<file path="config.mk">
export PLATFORM = sky130hd
export DESIGN_NAME = lr_swap_sched
export DESIGN_NICKNAME = d
export VERILOG_FILES = /design/src/rtl/lr_sched_pkg.sv /design/src/rtl/lr_pair_cmp.sv /design/src/rtl/lr_pair_test.sv /design/src/rtl/lr_phase_ctl.sv /design/src/rtl/lr_swap_sched.sv
export SDC_FILE = /design/constraint.sdc
export NUM_CORES = 2
export LEC_CHECK = 0
export BUFFER_PORTS_ARGS = -buffer_cell sky130_fd_sc_hd__buf_2
export CORE_UTILIZATION = 40
export CTS_CLUSTER_SIZE = 16
export DETAILED_ROUTE_END_ITERATION = 10
export PLACE_DENSITY = 0.67
export SYNTH_ARGS = -nofsm -noshare
export SYNTH_HDL_FRONTEND = slang
export SYNTH_SLANG_ARGS = --single-unit
</file>
<file path="constraint.sdc">
create_clock -name clk -period 10.46 [get_ports clk]
set_clock_uncertainty 0.05 [all_clocks]
set_input_delay 3.138 -clock clk [delete_from_list [all_inputs] [get_ports clk]]
set_output_delay 3.138 -clock clk [all_outputs]
set_load 0.005 [all_outputs]
</file>
<file path="src/rtl/lr_sched_pkg.sv">
package lr_sched_pkg;

  typedef enum logic [3:0] {
    ST_IDLE,
    ST_SR_GO,
    ST_SR_WAIT,
    ST_TEST,
    ST_EVAL,
    ST_ROT_GO,
    ST_ROT_WAIT,
    ST_SW_GO,
    ST_SW_WAIT,
    ST_FIN
  } phase_e;

  typedef struct packed {
    logic loadMask;
    logic clearMask;
    logic oddSel;
  } pairCtl_t;

endpackage

</file>
<file path="src/rtl/lr_pair_cmp.sv">
module lr_pair_cmp #(
  parameter int DW      = 24,
  parameter int FRAC    = 16,
  parameter int DELTA_S = 48497
) (
  input  logic [DW-1:0] lowerSq,
  input  logic [DW-1:0] upperSq,
  output logic          violate
);
  localparam int PW = DW + FRAC + 2;

  logic [PW-1:0] scaledLower;
  logic [PW-1:0] scaledUpper;

  always_comb begin
    scaledLower = PW'(lowerSq) * PW'(DELTA_S);
    scaledUpper = PW'(upperSq) << FRAC;
    violate     = scaledLower > scaledUpper;
  end
endmodule

</file>
<file path="src/rtl/lr_pair_test.sv">
module lr_pair_test
  import lr_sched_pkg::*;
#(
  parameter int NCOL    = 4,
  parameter int DW      = 24,
  parameter int FRAC    = 16,
  parameter int DELTA_S = 48497
) (
  input  logic                 clk,
  input  logic                 rst,
  input  pairCtl_t             ctl,
  input  logic [NCOL*DW-1:0]   diagSq,
  output logic [NCOL-2:0]      pairMask,
  output logic                 maskZero
);
  localparam int NPAIR = NCOL - 1;

  logic [NPAIR-1:0] violation;
  logic [NPAIR-1:0] candidate;

  for (genvar p = 0; p < NPAIR; p++) begin : g_pair
    localparam bit IS_ODD = (p % 2) == 1;
    lr_pair_cmp #(
      .DW(DW),
      .FRAC(FRAC),
      .DELTA_S(DELTA_S)
    ) u_cmp (
      .lowerSq(diagSq[p*DW +: DW]),
      .upperSq(diagSq[(p+1)*DW +: DW]),
      .violate(violation[p])
    );
    assign candidate[p] = violation[p] & (ctl.oddSel == IS_ODD);
  end

  always_ff @(posedge clk) begin
    if (rst || ctl.clearMask) begin
      pairMask <= '0;
    end else if (ctl.loadMask) begin
      pairMask <= candidate;
    end
  end

  assign maskZero = ~|pairMask;

  AST_MASK_ONLY_ON_LOAD: assert property (@(posedge clk) disable iff (rst)
    (!ctl.loadMask && !ctl.clearMask) |=> $stable(pairMask)) else $error("mask moved");
endmodule

</file>
<file path="src/rtl/lr_phase_ctl.sv">
module lr_phase_ctl
  import lr_sched_pkg::*;
#(
  parameter int MAXITER = 16
) (
  input  logic     clk,
  input  logic     rst,
  input  logic     newChannel,
  input  logic     phaseAck,
  input  logic     maskZero,
  output pairCtl_t ctl,
  output logic     sizeRedStrobe,
  output logic     rotStrobe,
  output logic     swapStrobe,
  output logic     done,
  output logic     timeout,
  output logic     reduced
);
  localparam int IW = $clog2(MAXITER + 1);

  phase_e        state;
  logic          oddSel;
  logic          prevZero;
  logic [IW-1:0] iterCnt;
  logic [IW-1:0] iterNext;
  logic          timeoutQ;
  logic          reducedQ;

  assign iterNext = iterCnt + 1'b1;

  always_ff @(posedge clk) begin
    if (rst) begin
      state    <= ST_IDLE;
      oddSel   <= 1'b0;
      prevZero <= 1'b0;
      iterCnt  <= '0;
      timeoutQ <= 1'b0;
      reducedQ <= 1'b0;
    end else begin
      unique case (state)
        ST_IDLE: begin
          if (newChannel) begin
            state    <= ST_SR_GO;
            oddSel   <= 1'b0;
            prevZero <= 1'b0;
            iterCnt  <= '0;
            timeoutQ <= 1'b0;
            reducedQ <= 1'b0;
          end
        end
        ST_SR_GO:   state <= ST_SR_WAIT;
        ST_SR_WAIT: if (phaseAck) state <= ST_TEST;
        ST_TEST:    state <= ST_EVAL;
        ST_EVAL: begin
          iterCnt <= iterNext;
          if (maskZero && prevZero) begin
            state    <= ST_FIN;
            reducedQ <= 1'b1;
          end else if (!maskZero) begin
            state <= ST_ROT_GO;
          end else begin
            prevZero <= 1'b1;
            oddSel   <= ~oddSel;
            if (iterNext == IW'(MAXITER)) begin
              state    <= ST_FIN;
              timeoutQ <= 1'b1;
            end else begin
              state <= ST_SR_GO;
            end
          end
        end
        ST_ROT_GO:   state <= ST_ROT_WAIT;
        ST_ROT_WAIT: if (phaseAck) state <= ST_SW_GO;
        ST_SW_GO:    state <= ST_SW_WAIT;
        ST_SW_WAIT: begin
          if (phaseAck) begin
            prevZero <= 1'b0;
            oddSel   <= ~oddSel;
            if (iterCnt == IW'(MAXITER)) begin
              state    <= ST_FIN;
              timeoutQ <= 1'b1;
            end else begin
              state <= ST_SR_GO;
            end
          end
        end
        ST_FIN:  state <= ST_IDLE;
        default: state <= ST_IDLE;
      endcase
    end
  end

  always_comb begin
    ctl.loadMask  = (state == ST_TEST);
    ctl.clearMask = (state == ST_IDLE) && newChannel;
    ctl.oddSel    = oddSel;
  end

  assign sizeRedStrobe = (state == ST_SR_GO);
  assign rotStrobe     = (state == ST_ROT_GO);
  assign swapStrobe    = (state == ST_SW_GO);
  assign done          = (state == ST_FIN);
  assign timeout       = timeoutQ;
  assign reduced       = reducedQ;

  AST_ONE_STROBE: assert property (@(posedge clk) disable iff (rst)
    $onehot0({sizeRedStrobe, rotStrobe, swapStrobe})) else $error("strobes overlap");
  AST_SR_SINGLE: assert property (@(posedge clk) disable iff (rst)
    sizeRedStrobe |=> !sizeRedStrobe) else $error("long size strobe");
  AST_DONE_PULSE: assert property (@(posedge clk) disable iff (rst)
    done |=> !done) else $error("done not a pulse");
  AST_TIMEOUT_AT_DONE: assert property (@(posedge clk) disable iff (rst)
    $rose(timeout) |-> done) else $error("timeout without done");
  AST_ITER_BOUND: assert property (@(posedge clk) disable iff (rst)
    iterCnt <= IW'(MAXITER)) else $error("iteration overrun");
  AST_EXCLUSIVE_END: assert property (@(posedge clk) disable iff (rst)
    !(timeout && reduced)) else $error("both end flags");
endmodule

</file>
<file path="src/rtl/lr_swap_sched.sv">
module lr_swap_sched
  import lr_sched_pkg::*;
#(
  parameter int NCOL    = 4,
  parameter int DW      = 24,
  parameter int FRAC    = 16,
  parameter int DELTA_Q = 64881,
  parameter int MAXITER = 4 * NCOL
) (
  input  logic               clk,
  input  logic               rst,
  input  logic               newChannel,
  input  logic [NCOL*DW-1:0] diagSq,
  input  logic               phaseAck,
  output logic               sizeRedStrobe,
  output logic               rotStrobe,
  output logic               swapStrobe,
  output logic [NCOL-2:0]    swapMask,
  output logic               done,
  output logic               timeout,
  output logic               reduced
);
  localparam int NPAIR   = NCOL - 1;
  localparam int QUARTER = 1 << (FRAC - 2);
  localparam int DELTA_S = DELTA_Q - QUARTER;

  function automatic logic [NPAIR-1:0] parityBits(input bit odd);
    logic [NPAIR-1:0] b;
    for (int i = 0; i < NPAIR; i++) b[i] = ((i % 2) == 1) == odd;
    return b;
  endfunction

  localparam logic [NPAIR-1:0] EVEN_BITS = parityBits(1'b0);
  localparam logic [NPAIR-1:0] ODD_BITS  = parityBits(1'b1);

  pairCtl_t ctl;
  logic     maskZero;

  lr_phase_ctl #(
    .MAXITER(MAXITER)
  ) u_ctl (
    .clk(clk),
    .rst(rst),
    .newChannel(newChannel),
    .phaseAck(phaseAck),
    .maskZero(maskZero),
    .ctl(ctl),
    .sizeRedStrobe(sizeRedStrobe),
    .rotStrobe(rotStrobe),
    .swapStrobe(swapStrobe),
    .done(done),
    .timeout(timeout),
    .reduced(reduced)
  );

  lr_pair_test #(
    .NCOL(NCOL),
    .DW(DW),
    .FRAC(FRAC),
    .DELTA_S(DELTA_S)
  ) u_test (
    .clk(clk),
    .rst(rst),
    .ctl(ctl),
    .diagSq(diagSq),
    .pairMask(swapMask),
    .maskZero(maskZero)
  );

  AST_MASK_HELD: assert property (@(posedge clk) disable iff (rst)
    (rotStrobe || swapStrobe) |-> $stable(swapMask)) else $error("mask not held");
  AST_ROT_NONZERO: assert property (@(posedge clk) disable iff (rst)
    rotStrobe |-> (swapMask != '0)) else $error("rotate on empty mask");
  AST_PARITY_SPLIT: assert property (@(posedge clk) disable iff (rst)
    !((|(swapMask & EVEN_BITS)) && (|(swapMask & ODD_BITS)))) else $error("mixed parity");
endmodule

</file>
# After elaboration in Yosys (flattened, before gate mapping)
# Index checks and enable logic that the tools add are counted.
# totals
register_bits	16
input_bits	100
word_cells	79
# classes
order_cmp	3
muxes	28
addsub	1
n_mul	3
n_reduce_logical	13
n_eq_ne	20
bitwise_logic	4
# op_table
op	count
$gt 40x40->1	3
$mul 24x16->40 const B	3
$pmux 4 s9	1
$mux 4	8
$eq 4x3->1 const B	4
$mux 1	13
$ne 2x2->1 const B	6
$eq 5x5->1 const B	2
$pmux 5 s2	1
$pmux 1 s3	3
$eq 4x2->1 const B	2
$eq 4x4->1 const B	2
$reduce_and 7->1	1
$ne 2x1->1 const B	3
$add 5x1->5 const B	1
$mux 5	1
$reduce_and 5->1	1
$eq 4x1->1 const B	1
$logic_not 4->1	1
$reduce_and 4->1	1
$and 1x1->1	3
$reduce_and 3->1	1
$reduce_bool 3->1	1
$reduce_or 3->1	1
other kinds (7)	8

# Longest topological paths before layout
# logic_depth
ltp_word	6
mapped_depth	32
depth_no_buf	32

# By module
# A second synthesis with hierarchy kept.
# hier_totals
cells_unflattened	2865
hier_area_um2	25643.3
# modules_own_cells
mod	seq_area_each_um2	area_each_um2	n_inst	cells_each
lr_pair_cmp (u_test.g_pair[2].u_cmp)	0.0	8429.3	1	939
lr_pair_cmp (u_test.g_pair[1].u_cmp)	0.0	8166.6	1	914
lr_pair_cmp (u_test.g_pair[0].u_cmp)	0.0	8081.5	1	890
lr_phase_ctl	260.2	840.8	1	108
lr_pair_test	60.1	125.1	1	14

# Worst setup path before layout
# OpenSTA, ideal clock, no wires.
# synth_timing
path_type	input-to-reg
startpoint	in diagSq[53]
endpoint	reg u_test.pairMask[2]
path_slack_ps	57
n_path_buf	0
cell_stages	28
t_arrival_ps	10221
path_cell_list	inv_1 fa_1 inv_1 fa_1 fa_1 fa_1 fa_1 inv_1 fa_1 inv_1 ha_1 a21oi_1 a21oi_1 a211o_1 a21o_1 a31oi_1 o21ai_0 a21oi_1 a41oi_1 xnor2_1 ha_1 nand4_1 or4_1 nor4_1 o2111ai_1 or4_1 nand2_1 o21ai_0
# synth_between
elab_chain_cells	3
# synth_lines
item	line_no	text
from (decl)	lr_swap_sched.sv:13	input logic [NCOL*DW-1:0] diagSq,
$mul 24x16->40	lr_pair_cmp.sv:16	scaledLower = PW'(lowerSq) * PW'(DELTA_S);
$gt 40x40->1	lr_pair_cmp.sv:18	violate = scaledLower > scaledUpper;
$and 1x1->1	lr_pair_test.sv:32	assign candidate[p] = violation[p] & (ctl.oddSel == IS_ODD);
to (signal assigned)	lr_pair_test.sv:39	pairMask <= candidate;
to (decl)	lr_pair_test.sv:13	output logic [NCOL-2:0] pairMask,
# Every way passes these cells.
# A chain may end at the register's enable or synchronous reset.

# Worst setup path after layout
# layout_timing
startpoint	in diagSq[32]
endpoint	reg u_test.pairMask[1]
# Same word-level chain as after synthesis.

==> results.toml <==
[status]
status = "finished clean"

[clock_network]
cts_buffers = 3
htree_levels = 1
clockBufferDepth = 2
clockRootBuffer = "clkbuf_16"
cts.sinks = 16
cts.clk_slew.worst_paths_ns = 0.06
insertion_delay_ns = 0.25
cts_tree = "yes"

[global_routing]
busiest_layer = "met2"
grt_pass1_wl_mm = 93.7
grt_max_degree = 16
gr-usage-met3_pct = 1.79
grt_pass1_vias = 19200
track_usage_pct = 18.4
use_met1_pct = 26.5
overflow = 0
use_met2_pct = 30.6
antenna_found_initial = 7

[sta]
rsz0062_at_grt = "yes"
hold_viol_final = 0
period_share_pct = 98.8
slew_violations = 0
fin_crit_ns = 10.33
worstMarginPinSlew_ns = 0.813
whs_ns = 0.421
timing.fmax_mhz = 96.8
relSlewSlack_pct = 45.4
finalSetupViolCount = 0
tns_ns = 0

[setup_path]
cp_data_required_time_ns = 10.55
crit_type = "input pin to flip-flop"
crit_path_frequent_cell = "fa_1"
critPathBufInv = 9
cp_max_fo = 4
cpPeakStageDelay_ns = 0.55
crit_arrival_ns = 10.42
slowest_stage = "fa_1"
cp_top_family = "adder cells"
startpoint_type = "input pin"
cp-end-kind = "flip-flop"

[hold_path]
min_path_type = "flip-flop to flip-flop"

[final_layout]
areaGrowthSynthToFinish_pct = 18.7
final_cells = 3907
final_nets = 4253
final_util_pct = 48.2
drive_above_1_share_pct = 17.1

[synthesis]
ys_types = 72
syn_area_um2 = 24600
netlist_instances = 2709
ys_seq_elements = 16
avgSynthCellArea_um2 = 9.06
async_reset_ff_share_pct = 0
synth-edff-count = 0
synth_nets = 3841
yosysWarningCount = 0
ys_seq_area_share_pct = 1.30
ys.flop_type = "dfxtp_1"

[placed_design]
placedCellCount = 3879
dpl.hpwl_mm = 52.1
portBuffers = 108
gp_congestion = 0.933

[route]
wl_mm = 56.7
first_pass_iters = 5
ant_nets = 0
vias = 18800
wire_per_inst_um = 14.5
drt_iter0_markers = 755
post-route-drc-count = 0
viasPerCell = 4.82

[floorplan]
core_area_um2 = 60500
die_area_um2 = 62400
rows = 90
die_h_um = 250
die_w_um = 250
io_pins = 109
start_util_pct = 40.6

[flow_run]
drv_cap = 0
==> cell usage after synthesis (5+ instances only) <==
master / instances / area share (%)
o21a_1: 12 / 0.37
o211ai_1: 6 / 0.18
nor2b_1: 18 / 0.46
nor4_1: 10 / 0.25
nand4_1: 22 / 0.56
xnor2_1: 69 / 2.5
xor2_1: 36 / 1.3
a21o_1: 71 / 2.2
nand2b_1: 23 / 0.59
a21oi_1: 127 / 2.6
inv_1: 877 / 13
clkbuf_1: 11 / 0.17
o21bai_1: 8 / 0.24
o31ai_1: 6 / 0.18
and2_1: 5 / 0.13
a211o_1: 6 / 0.21
nand3_1: 23 / 0.47
nor2_1: 63 / 0.96
and3_1: 15 / 0.38
dfxtp_1: 16 / 1.3
o21ai_0: 64 / 1.3
a211oi_1: 9 / 0.28
nand2_1: 66 / 1.0
a31oi_1: 12 / 0.31
or2_2: 8 / 0.20
fa_1: 419 / 34
ha_1: 613 / 31
nor3_1: 18 / 0.37
==> repair_timing <==
action                     CTS  global route
setup endpoints to repair    2             3
hold buffers                 0             0
gates resized for setup     41            94
pin swaps                   25            63
buffers inserted             4            16
==> metal layers <==
layer / wire length [µm] / up-vias / share of wire, %
met5: 39 / - / 0.069
met4: 633 / 6 / 1.1
met3: 1890 / 40 / 3.3
met2: 26600 / 252 / 47
met1: 27500 / 9151 / 49
li1: - / 9372 / -
==> worst reg2reg max path: stages, from the launching register on <==
cell	delay [ns]
dfxtp_1	0.52
nand2b_1	0.17
or3b_2	0.49
nor3_1	0.18
buf_4	0.22
o31ai_1	0.09
buf_4	0.17
o21ai_0	0.14
==> state kept, by name (all words and copies together), names as in the netlist <==
register and count:
u_ctl.iterCnt 5, u_ctl.state 4, u_test.pairMask 3, u_ctl.oddSel 1
u_ctl.prevZero 1, u_ctl.reduced 1, u_ctl.timeout 1
==> layout make-up <==
| class | instances | area (µm²) |
|---|---|---|
| flip-flops and latches | 16 | 320 |
| well taps | 782 | 978 |
| clock buffers | 4 | 88.8 |
| repair buffers | 418 | 2910 |
| inverters | 877 | 3300 |
| diodes | 5 | 12.5 |
| fillers | 5675 | 31300 |
| multi-input cells | 1805 | 21500 |
==> kinds of logic (layout without fill, tap and decap cells) <==
logic type	Yosys count	count (layout)	share of synthesized area, %
adder cells (fa/ha/maj)	1032	1032	65.4
buffers and inverters	888	1299	13.6
AO/OA/AOI/OAI	377	377	9.92
AND/OR/NAND/NOR	289	289	5.97
XOR/XNOR	105	105	3.75
flip-flops	16	16	1.30
multiplexers	2	2	0.0866
other	0	5	0
==> placed cells by master, fill, tap and decap left out, types with 5 or more instances in the layout <==
| master | instances |
|---|---|
| a211o_1 | 6 |
| a211oi_1 | 8 |
| a21o_1 | 71 |
| a21oi_1 | 114 |
| a21oi_2 | 9 |
| a21oi_4 | 5 |
| a31oi_1 | 11 |
| and2_1 | 5 |
| and3_1 | 14 |
| buf_2 | 103 |
| buf_4 | 309 |
| dfxtp_1 | 16 |
| diode_2 | 5 |
| fa_1 | 416 |
| ha_1 | 596 |
| ha_4 | 15 |
| inv_1 | 860 |
| inv_2 | 14 |
| nand2_1 | 64 |
| nand2b_1 | 23 |
| nand3_1 | 17 |
| nand3_2 | 5 |
| nand4_1 | 22 |
| nor2_1 | 62 |
| nor2b_1 | 17 |
| nor3_1 | 16 |
| nor4_1 | 5 |
| o211ai_1 | 6 |
| o21a_1 | 11 |
| o21ai_0 | 55 |
| o21ai_1 | 7 |
| o21bai_1 | 8 |
| or2_2 | 7 |
| xnor2_1 | 68 |
| xor2_1 | 36 |
==> worst paths after layout <==
kind	end	startpoint	slack [ns]	depth (start not counted)
max	u_test.pairMask[1]$_SDFFE_PP0P_	diagSq[32]	0.13	32
min	u_ctl.reduced$_SDFFE_PP0P_	u_ctl.reduced$_SDFFE_PP0P_	0.42	2
max reg2reg	u_test.pairMask[0]$_SDFFE_PP0P_	u_ctl.state[0]$_SDFFE_PP0P_	8.37	7
min reg2reg	u_ctl.reduced$_SDFFE_PP0P_	u_ctl.reduced$_SDFFE_PP0P_	0.42	2
==> per-stage QoR <==
stage | setup slack (ns) | area, µm²
after floorplan | 0.0573 | 24600
after global placement | -1.04 | 28200
final | 0.129 | 29100
after global routing | -0.126 | 29100
after CTS | 0.00438 | 28500
after detailed placement | -1.08 | 28200
Power is not shown: default switching activity piles up to over one toggle a cycle in this logic, so the estimate is an artifact.
